**src/rtl/seq_pkg.sv**
```systemverilog
package seq_pkg;

  typedef enum logic [2:0] {
    ST_FETCH_MA,
    ST_FETCH_MD,
    ST_FETCH_IR,
    ST_DECODE,
    ST_OPREAD,
    ST_EXEC,
    ST_WRITE,
    ST_NEXT
  } seqState_t;

  typedef enum logic [1:0] {
    KIND_ALU    = 2'd0,
    KIND_BRANCH = 2'd1,
    KIND_NONE   = 2'd2
  } opKind_t;

  localparam int ALU_SEL_W = 3;
  typedef logic [ALU_SEL_W-1:0] aluSel_t;

  localparam aluSel_t ALU_ADD = 3'd0;
  localparam aluSel_t ALU_SUB = 3'd1;
  localparam aluSel_t ALU_AND = 3'd2;
  localparam aluSel_t ALU_OR  = 3'd3;
  localparam aluSel_t ALU_NEG = 3'd4;
  localparam aluSel_t ALU_NOT = 3'd5;

  localparam int OPC_ADD = 1;
  localparam int OPC_SUB = 2;
  localparam int OPC_AND = 3;
  localparam int OPC_OR  = 4;
  localparam int OPC_NEG = 5;
  localparam int OPC_NOT = 6;
  localparam int OPC_BR  = 8;

  // Strobes from control to the field/decode datapath and out to the machine
  typedef struct packed {
    logic maLoadPc;
    logic mdLoadMem;
    logic irLoadMd;
    logic latchFields;
    logic regWrite;
    logic pcInc;
    logic pcLoad;
  } ctrlStrobe_t;

endpackage

```
**src/rtl/seq_datapath.sv**
```systemverilog
module seq_datapath
  import seq_pkg::*;
#(
  parameter int OP_W   = 5,
  parameter int REG_AW = 5
) (
  input  logic                       clk,
  input  logic                       rst,
  input  logic [OP_W+3*REG_AW-1:0]   irFields,
  input  ctrlStrobe_t                strobe,
  output opKind_t                    opKind,
  output logic [REG_AW-1:0]          aAddr,
  output logic [REG_AW-1:0]          bAddr,
  output logic [REG_AW-1:0]          xAddr,
  output aluSel_t                    aluSel
);

  localparam int FIELD_W = OP_W + 3 * REG_AW;
  localparam int NUM_REG_FIELDS = 3;

  logic [OP_W-1:0] opField;
  logic [REG_AW-1:0] regField [NUM_REG_FIELDS];
  logic [REG_AW-1:0] regFieldQ [NUM_REG_FIELDS];
  aluSel_t aluNext;

  assign opField = irFields[FIELD_W-1 -: OP_W];

  // Index 2 = ra (dest), 1 = rb (port A), 0 = rc (port B)
  for (genvar g = 0; g < NUM_REG_FIELDS; g++) begin : gField
    assign regField[g] = irFields[(g+1)*REG_AW-1 -: REG_AW];
    always_ff @(posedge clk) begin
      if (rst) regFieldQ[g] <= '0;
      else if (strobe.latchFields) regFieldQ[g] <= regField[g];
    end
  end

  always_comb begin
    opKind  = KIND_NONE;
    aluNext = ALU_ADD;
    case (opField)
      OP_W'(OPC_ADD): begin opKind = KIND_ALU; aluNext = ALU_ADD; end
      OP_W'(OPC_SUB): begin opKind = KIND_ALU; aluNext = ALU_SUB; end
      OP_W'(OPC_AND): begin opKind = KIND_ALU; aluNext = ALU_AND; end
      OP_W'(OPC_OR):  begin opKind = KIND_ALU; aluNext = ALU_OR;  end
      OP_W'(OPC_NEG): begin opKind = KIND_ALU; aluNext = ALU_NEG; end
      OP_W'(OPC_NOT): begin opKind = KIND_ALU; aluNext = ALU_NOT; end
      OP_W'(OPC_BR):  begin opKind = KIND_BRANCH; end
      default:        begin opKind = KIND_NONE; end
    endcase
  end

  always_ff @(posedge clk) begin
    if (rst) aluSel <= ALU_ADD;
    else if (strobe.latchFields) aluSel <= aluNext;
  end

  assign xAddr = regFieldQ[2];
  assign aAddr = regFieldQ[1];
  assign bAddr = regFieldQ[0];

endmodule

```
**src/rtl/seq_control.sv**
```systemverilog
module seq_control
  import seq_pkg::*;
(
  input  logic        clk,
  input  logic        rst,
  input  opKind_t     opKind,
  input  logic        brTaken,
  output ctrlStrobe_t strobe
);

  seqState_t state, stateNext;
  opKind_t kindQ;

  always_ff @(posedge clk) begin
    if (rst) begin
      state <= ST_FETCH_MA;
      kindQ <= KIND_NONE;
    end else begin
      state <= stateNext;
      if (state == ST_DECODE) kindQ <= opKind;
    end
  end

  always_comb begin
    stateNext = state;
    case (state)
      ST_FETCH_MA: stateNext = ST_FETCH_MD;
      ST_FETCH_MD: stateNext = ST_FETCH_IR;
      ST_FETCH_IR: stateNext = ST_DECODE;
      ST_DECODE:   stateNext = (opKind == KIND_NONE) ? ST_NEXT : ST_OPREAD;
      ST_OPREAD:   stateNext = (kindQ == KIND_BRANCH) ? ST_NEXT : ST_EXEC;
      ST_EXEC:     stateNext = ST_WRITE;
      ST_WRITE:    stateNext = ST_NEXT;
      ST_NEXT:     stateNext = ST_FETCH_MA;
      default:     stateNext = ST_FETCH_MA;
    endcase
  end

  always_comb begin
    strobe = '0;
    case (state)
      ST_FETCH_MA: strobe.maLoadPc    = 1'b1;
      ST_FETCH_MD: strobe.mdLoadMem   = 1'b1;
      ST_FETCH_IR: strobe.irLoadMd    = 1'b1;
      ST_DECODE:   strobe.latchFields = 1'b1;
      ST_WRITE:    strobe.regWrite    = 1'b1;
      ST_NEXT: begin
        strobe.pcLoad = (kindQ == KIND_BRANCH) && brTaken;
        strobe.pcInc  = !((kindQ == KIND_BRANCH) && brTaken);
      end
      default: strobe = '0;
    endcase
  end

endmodule

```
**src/rtl/fetch_sequencer.sv**
```systemverilog
module fetch_sequencer
  import seq_pkg::*;
#(
  parameter int OP_W   = 5,
  parameter int REG_AW = 5
) (
  input  logic                     clk,
  input  logic                     rst,
  input  logic [OP_W+3*REG_AW-1:0] irFields,
  input  logic                     brTaken,
  output logic                     maLoadPc,
  output logic                     mdLoadMem,
  output logic                     irLoadMd,
  output logic [REG_AW-1:0]        aAddr,
  output logic [REG_AW-1:0]        bAddr,
  output logic [REG_AW-1:0]        xAddr,
  output logic                     regWrite,
  output logic [ALU_SEL_W-1:0]     aluSel,
  output logic                     pcInc,
  output logic                     pcLoad
);

  ctrlStrobe_t strobe;
  opKind_t opKind;

  seq_control u_ctrl (
    .clk(clk), .rst(rst), .opKind(opKind), .brTaken(brTaken), .strobe(strobe)
  );

  seq_datapath #(.OP_W(OP_W), .REG_AW(REG_AW)) u_dp (
    .clk(clk), .rst(rst), .irFields(irFields), .strobe(strobe),
    .opKind(opKind), .aAddr(aAddr), .bAddr(bAddr), .xAddr(xAddr), .aluSel(aluSel)
  );

  assign maLoadPc  = strobe.maLoadPc;
  assign mdLoadMem = strobe.mdLoadMem;
  assign irLoadMd  = strobe.irLoadMd;
  assign regWrite  = strobe.regWrite;
  assign pcInc     = strobe.pcInc;
  assign pcLoad    = strobe.pcLoad;

endmodule

```
**config.mk**
```make
export PLATFORM = sky130hd
export DESIGN_NAME = fetch_sequencer
export DESIGN_NICKNAME = d
export VERILOG_FILES = /design/src/rtl/seq_pkg.sv /design/src/rtl/seq_datapath.sv /design/src/rtl/seq_control.sv /design/src/rtl/fetch_sequencer.sv
export SDC_FILE = /design/constraint.sdc
export NUM_CORES = 1
export LEC_CHECK = 0
export ABC_AREA = 0
export BUFFER_PORTS_ARGS = -buffer_cell sky130_fd_sc_hd__buf_4
export CAP_MARGIN = 30
export CORE_UTILIZATION = 45
export DETAILED_ROUTE_END_ITERATION = 7
export GPL_ROUTABILITY_DRIVEN = 0
export GPL_TIMING_DRIVEN = 0
export PLACE_DENSITY = 0.78
export SYNTH_ARGS = -nofsm -noshare
export SYNTH_HDL_FRONTEND = slang
export SYNTH_SLANG_ARGS = --single-unit
```
**constraint.sdc**
```tcl
create_clock -name clk -period 2.25 [get_ports clk]
set_input_delay 0.1125 -clock clk [delete_from_list [all_inputs] [get_ports clk]]
set_output_delay 0.1125 -clock clk [all_outputs]
set_load 0.02 [all_outputs]
```
== Word level (Yosys, flattened, before mapping) ==
Memory sizes are Yosys's and may differ from the RTL's.
Index checks and enable logic that the tools add are counted.

* Word-level logic and storage cells: 46
* Input port bits: 23
* Memories: 1
* Bits in latches: 0
* Register bits: 8
* Output and inout port bits: 24
* Memory bits (read-only): 0
* Memory bits (writable): 15

* $mul: 0
* Div/mod/pow operators: 0
* Mux-type cells: 19
* Bitwise logic cells: 3
* Reductions and logical operators: 4
* Magnitude comparators: 0
* Add/subtract/negate cells: 0
* Eq/ne operators: 16
* Shift-type cells: 0

{| class="wikitable"
|+ Memory list
! name !! words !! width !! rd ports !! clocked after memory_dff !! write ports !! RTL line !! RTL
|-
| u_dp.regFieldQ || 3 || 5 || 3 || 0 || 3 || seq_datapath.sv:23 || <nowiki>logic [REG_AW-1:0] regFieldQ [NUM_REG_FIELDS];</nowiki>
|}

{| class="wikitable"
|+ Operators by type and width
! cell !! count
|-
| $pmux W3 S8 || 1
|-
| $eq A5 B3 Y1 const B || 3
|-
| $mux W5 || 3
|-
| $pmux W3 S5 || 1
|-
| $eq A3 B3 Y1 const B || 4
|-
| $eq A5 B2 Y1 const B || 2
|-
| $mux W1 || 10
|-
| $eq A3 B2 Y1 const B || 2
|-
| $mux W2 || 3
|-
| $reduce_or A6 Y1 || 1
|-
| $eq A5 B1 Y1 const B || 1
|-
| $eq A5 B4 Y1 const B || 1
|-
| $pmux W2 S2 || 1
|-
| $eq A3 B1 Y1 const B || 1
|-
| $logic_not A3 Y1 || 1
|-
| $or A1 B1 Y1 || 3
|-
| $eq A2 B1 Y1 const B || 1
|-
| $eq A2 B2 Y1 const B || 1
|-
| $logic_and A1 B1 Y1 || 1
|-
| $logic_not A1 Y1 || 1
|}

== Longest topological paths before layout ==
* Word-level depth: 6
* Depth in mapped cells: 7
* Mapped depth without buffers: 4

== Hierarchy ==
A second synthesis with hierarchy kept.

* Cell total of the unflattened synthesis: 88
* Area total of the unflattened synthesis: 1071.0 µm²

{| class="wikitable"
|+ Modules (own cells, without submodules)
! module !! cells each !! instances !! area each (µm²) !! seq. area each (µm²)
|-
| seq_datapath || 56 || 1 || 760.7 || 510.5
|-
| seq_control || 32 || 1 || 310.3 || 100.1
|}

== Worst setup path before layout ==
No wires, ideal clock.

* Path type: register to register
* From: reg u_ctrl.state[0]
* To: mem u_dp.regFieldQ[0][0] (enable)
* Data required time: 1.876 ns
* Setup time: 0.374 ns
* Clock period less this slack: 1.610 ns
* Arrival time: 1.237 ns
* Stages on the path, launching flop included: 6
* Buffers on the path: 2
* Setup slack: 0.640 ns
* Cell sequence: dfxtp_1 buf_2 nand2_2 or2_1 buf_6 nand2b_1

{| class="wikitable"
|+ RTL lines
! element !! RTL line !! RTL
|-
| start, declared || seq_control.sv:11 || <nowiki>seqState_t state, stateNext;</nowiki>
|-
| start signal, assigned || seq_control.sv:19 || <nowiki>state <= stateNext;</nowiki>
|-
| end, declared || seq_datapath.sv:23 ||
|}

==> impl_metrics.ini <==
[worst_setup_path]
critPathMaxStageDelay_ns = 0.48
crit_path_kind = register to register
worst-path-buf-inv = 2
worst-r2r-cell-count = 5
cp-start-kind = register
worst-r2r-setup-slack_ns = 0.44
worst_ep_required_time_ns = 2.19
timing.critical_path.cells = buf_2, nand2_2, or2_1, buf_6, nand2b_1
worst_r2r_src = u_ctrl.state[0]$_SDFF_PP0_
critical-path-slowest-cell = nand2b_1
endpoint_kind = register
cp_top_family = simple AND/OR/NAND/NOR gates
r2r-end = u_dp.regFieldQ[2][3]$_SDFFCE_PN0P_
worst_ep_arrival_time_ns = 1.75
critPathMaxFanout = 15

[grt]
grt_first_pass_wirelength_um = 3020
pin_count_of_the_biggest_net_entering_global_routing = 16
global_route.overflow_total = 0
vias_in_the_first_global_route = 680
global_route.usage.total_pct = 16.2
antenna_found_initial = 0

[clock_network]
clkTransAtPathRegs_ns = 0.12
ctsRootBufferMaster = clkbuf_4
cts_setup_buffers = 0
cts_htree_levels = 1
cts_max_path_buffers = 2
cts_resized = 0
ctsHoldBuffers = 0
cts_tree = yes
cts-buffers-inserted = 3
tritoncts_num_sinks = 23
clk-insertion-delay-late_ns = 0.30

[detailed_routing]
post-route-drc-count = 0
vias_per_cell = 5.07
first_iter_violations = 13
detailroute.wirelength.met3_um = 118
maxUsedRoutingLayer = met4
wirelength_met1_um = 864
postRouteWirelength_um = 1950
wl_met2_um = 944
postRouteAntennaNets = 0
routed-via-count = 846
wl_per_cell_um = 11.7
drt_first_pass_iters = 4

[timing]
final-hold-violation-count = 0
worstMarginPinSlew_ns = 0.661
final-max-slew-violation-count = 0
max_slew_headroom_at_the_worst_pin_pct = 55.9
hold_slack_ns = 0.0819
setup-tns-final_ns = 0
finalCriticalPeriod_ns = 1.81
setup_repair_after_global_routing_missed_its_margin = false
fmax_mhz = 552
setup_viol_count_final = 0
timing.final.crit_share_pct = 80.5
worst_clock_skew_ns = 0.00741

[logic_synthesis]
synth.largest_area_cell = edfxtp_1
post_synth_cell_types = 30
synth.top_cell.area_share_pct = 44.9
synth.cells.most_frequent = 15 x and2_1, 15 x edfxtp_1, 8 x dfxtp_1, 6 x a21oi_1, 6 x nand2_1
synth-edff-count = 15
ys_seq_elements = 23
syn-instance-count = 90
mappedNetlistNets = 113
synth_area_um2 = 1000
synth_top_cells_by_area = edfxtp_1 45%, dfxtp_1 16%, and2_1 9.4%
synth.yosys.seq_area_share_pct = 60.8
synth_warnings = 0
synth-async-reset-ratio_pct = 0
synth_area_per_cell_um2 = 11.1
most_common_flop_cell_mapped_by_yosys = edfxtp_1

[outcome]
run_status = completed

[floorplanning]
core_rows = 16
effective_utilization_at_floorplan_pct = 49.6
floorplan.io_pins = 47
design.die.area_um2 = 2420
die_w_um = 49.2
die_h_um = 49.2
floorplan.core_area_um2 = 2020

[pwr]
post-layout-total-power_mw = 0.831
cellPowerDensity_nw_per_um2 = 590
power_leakage_nw = 0.615
power.ir.vdd_worst_v = 0.000324

[placed_design]
port_buffers = 46
hpwl_um = 1490

[cells_and_area]
final-seq-area_um2 = 611
area.growth.synth_to_final_pct = 40.4
multi_input_comb_area_um2 = 360
finish.net_count = 164
number_of_inserted_filler_cells_in_the_final_layout = 154
ant_diodes = 0
final_layout_size_suffix_gt1_share_pct = 39.3

[flow_run]
cap_violations = 0

[min_path]
end_point_of_the_most_critical_hold_path = u_dp.regFieldQ[2][1]$_SDFFCE_PN0P_
timing.hold.worst.start = irFields[11]
hp-class = input port to register
instance_count_along_the_most_critical_hold_path = 2
[sequential cells by signal, summed over array words and instances, names as in the netlist]
name            cells
u_dp.aluSel         3
u_ctrl.state        3
u_dp.regFieldQ     15
u_ctrl.kindQ        2
[power breakdown]
group	total (mW)	switching, mW	internal, mW
Sequential	0.483	0.00918	0.474
Combinational	0.165	0.0870	0.0776
Clock	0.183	0.114	0.0690
Total	0.831	0.211	0.621
[cell type report]
class / instances / area share [%]
buffer: 5 / 2.04
inverter: 1 / 0.266
timing repair buffer: 46 / 24.5
multi-input combinational: 61 / 25.6
clock buffer: 4 / 1.87
sequential: 23 / 43.3
tap: 27 / 2.40
[worst register-to-register path, cell delays in order (launching register included)]
cell and delay (ns):
dfxtp_1 0.33, buf_2 0.18, nand2_2 0.09, or2_1 0.23, buf_6 0.14, nand2b_1 0.48
[kinds of logic (layout without fill, tap and decap cells)]
kind of cell              Yosys count  after routing  share of synthesized area, %
and+or+nand+nor                    45             45                          25.9
AOI/OAI and AO/OA                  15             15                          9.10
xor gates and xnor gates            1              1                         0.873
buffers and inverters               6             56                          3.24
DFF                                23             23                          60.8
[per-stage QoR]
step | cells | area, µm² | utilization (%) | setup slack, ns
2_1_floorplan | 90 | 1000 | - | 0.640
6_report | 167 | 1410 | 69.7 | 0.439
3_3_place_gp | 163 | 1380 | 68.4 | 0.492
3_5_place_dp | 163 | 1380 | 68.4 | 0.447
4_1_cts | 167 | 1410 | 69.7 | 0.418
5_1_grt | 167 | 1410 | 69.7 | 0.344
[how the worst max path moves through the flow]
stage,startpoint,end,slack (ns),cells after the start
2_1_floorplan,u_ctrl.state[0]$_SDFF_PP0_,u_dp.regFieldQ[0][0]$_SDFFCE_PN0P_,0.64,5
3_3_place_gp,u_ctrl.state[0]$_SDFF_PP0_,u_dp.regFieldQ[2][1]$_SDFFCE_PN0P_,0.49,5
5_1_grt,u_ctrl.state[0]$_SDFF_PP0_,u_dp.regFieldQ[1][1]$_SDFFCE_PN0P_,0.34,5
6_report,u_ctrl.state[0]$_SDFF_PP0_,u_dp.regFieldQ[2][3]$_SDFFCE_PN0P_,0.44,5
3_5_place_dp,u_ctrl.state[0]$_SDFF_PP0_,u_dp.regFieldQ[2][0]$_SDFFCE_PN0P_,0.45,5
4_1_cts,u_ctrl.state[0]$_SDFF_PP0_,u_dp.regFieldQ[2][3]$_SDFFCE_PN0P_,0.42,5
[per-layer routing]
metal / vias to the layer above / GRT usage, %
met2: 29 / 26.0
met5: - / 0
met3: 2 / 2.18
met4: 0 / 7.35
met1: 396 / 21.6
li1: 419 / -
[placed cells by master, fill, tap and decap left out, drive strengths merged, types with 2 or more instances in the layout]
| master | netlist | routed |
|---|---|---|
| clkbuf | 2 | 6 |
| nor3b | 2 | 2 |
| edfxtp | 15 | 15 |
| o21ai | 2 | 2 |
| nor2 | 4 | 4 |
| a21oi | 7 | 7 |
| o22ai | 2 | 2 |
| dfxtp | 8 | 8 |
| a31oi | 2 | 2 |
| and2 | 15 | 15 |
| buf | 3 | 49 |
| or3 | 2 | 2 |
| nand2 | 7 | 7 |
| nand3 | 3 | 3 |
| nor3 | 3 | 3 |
| nand2b | 3 | 3 |
Power figures use the tool's default switching activity.
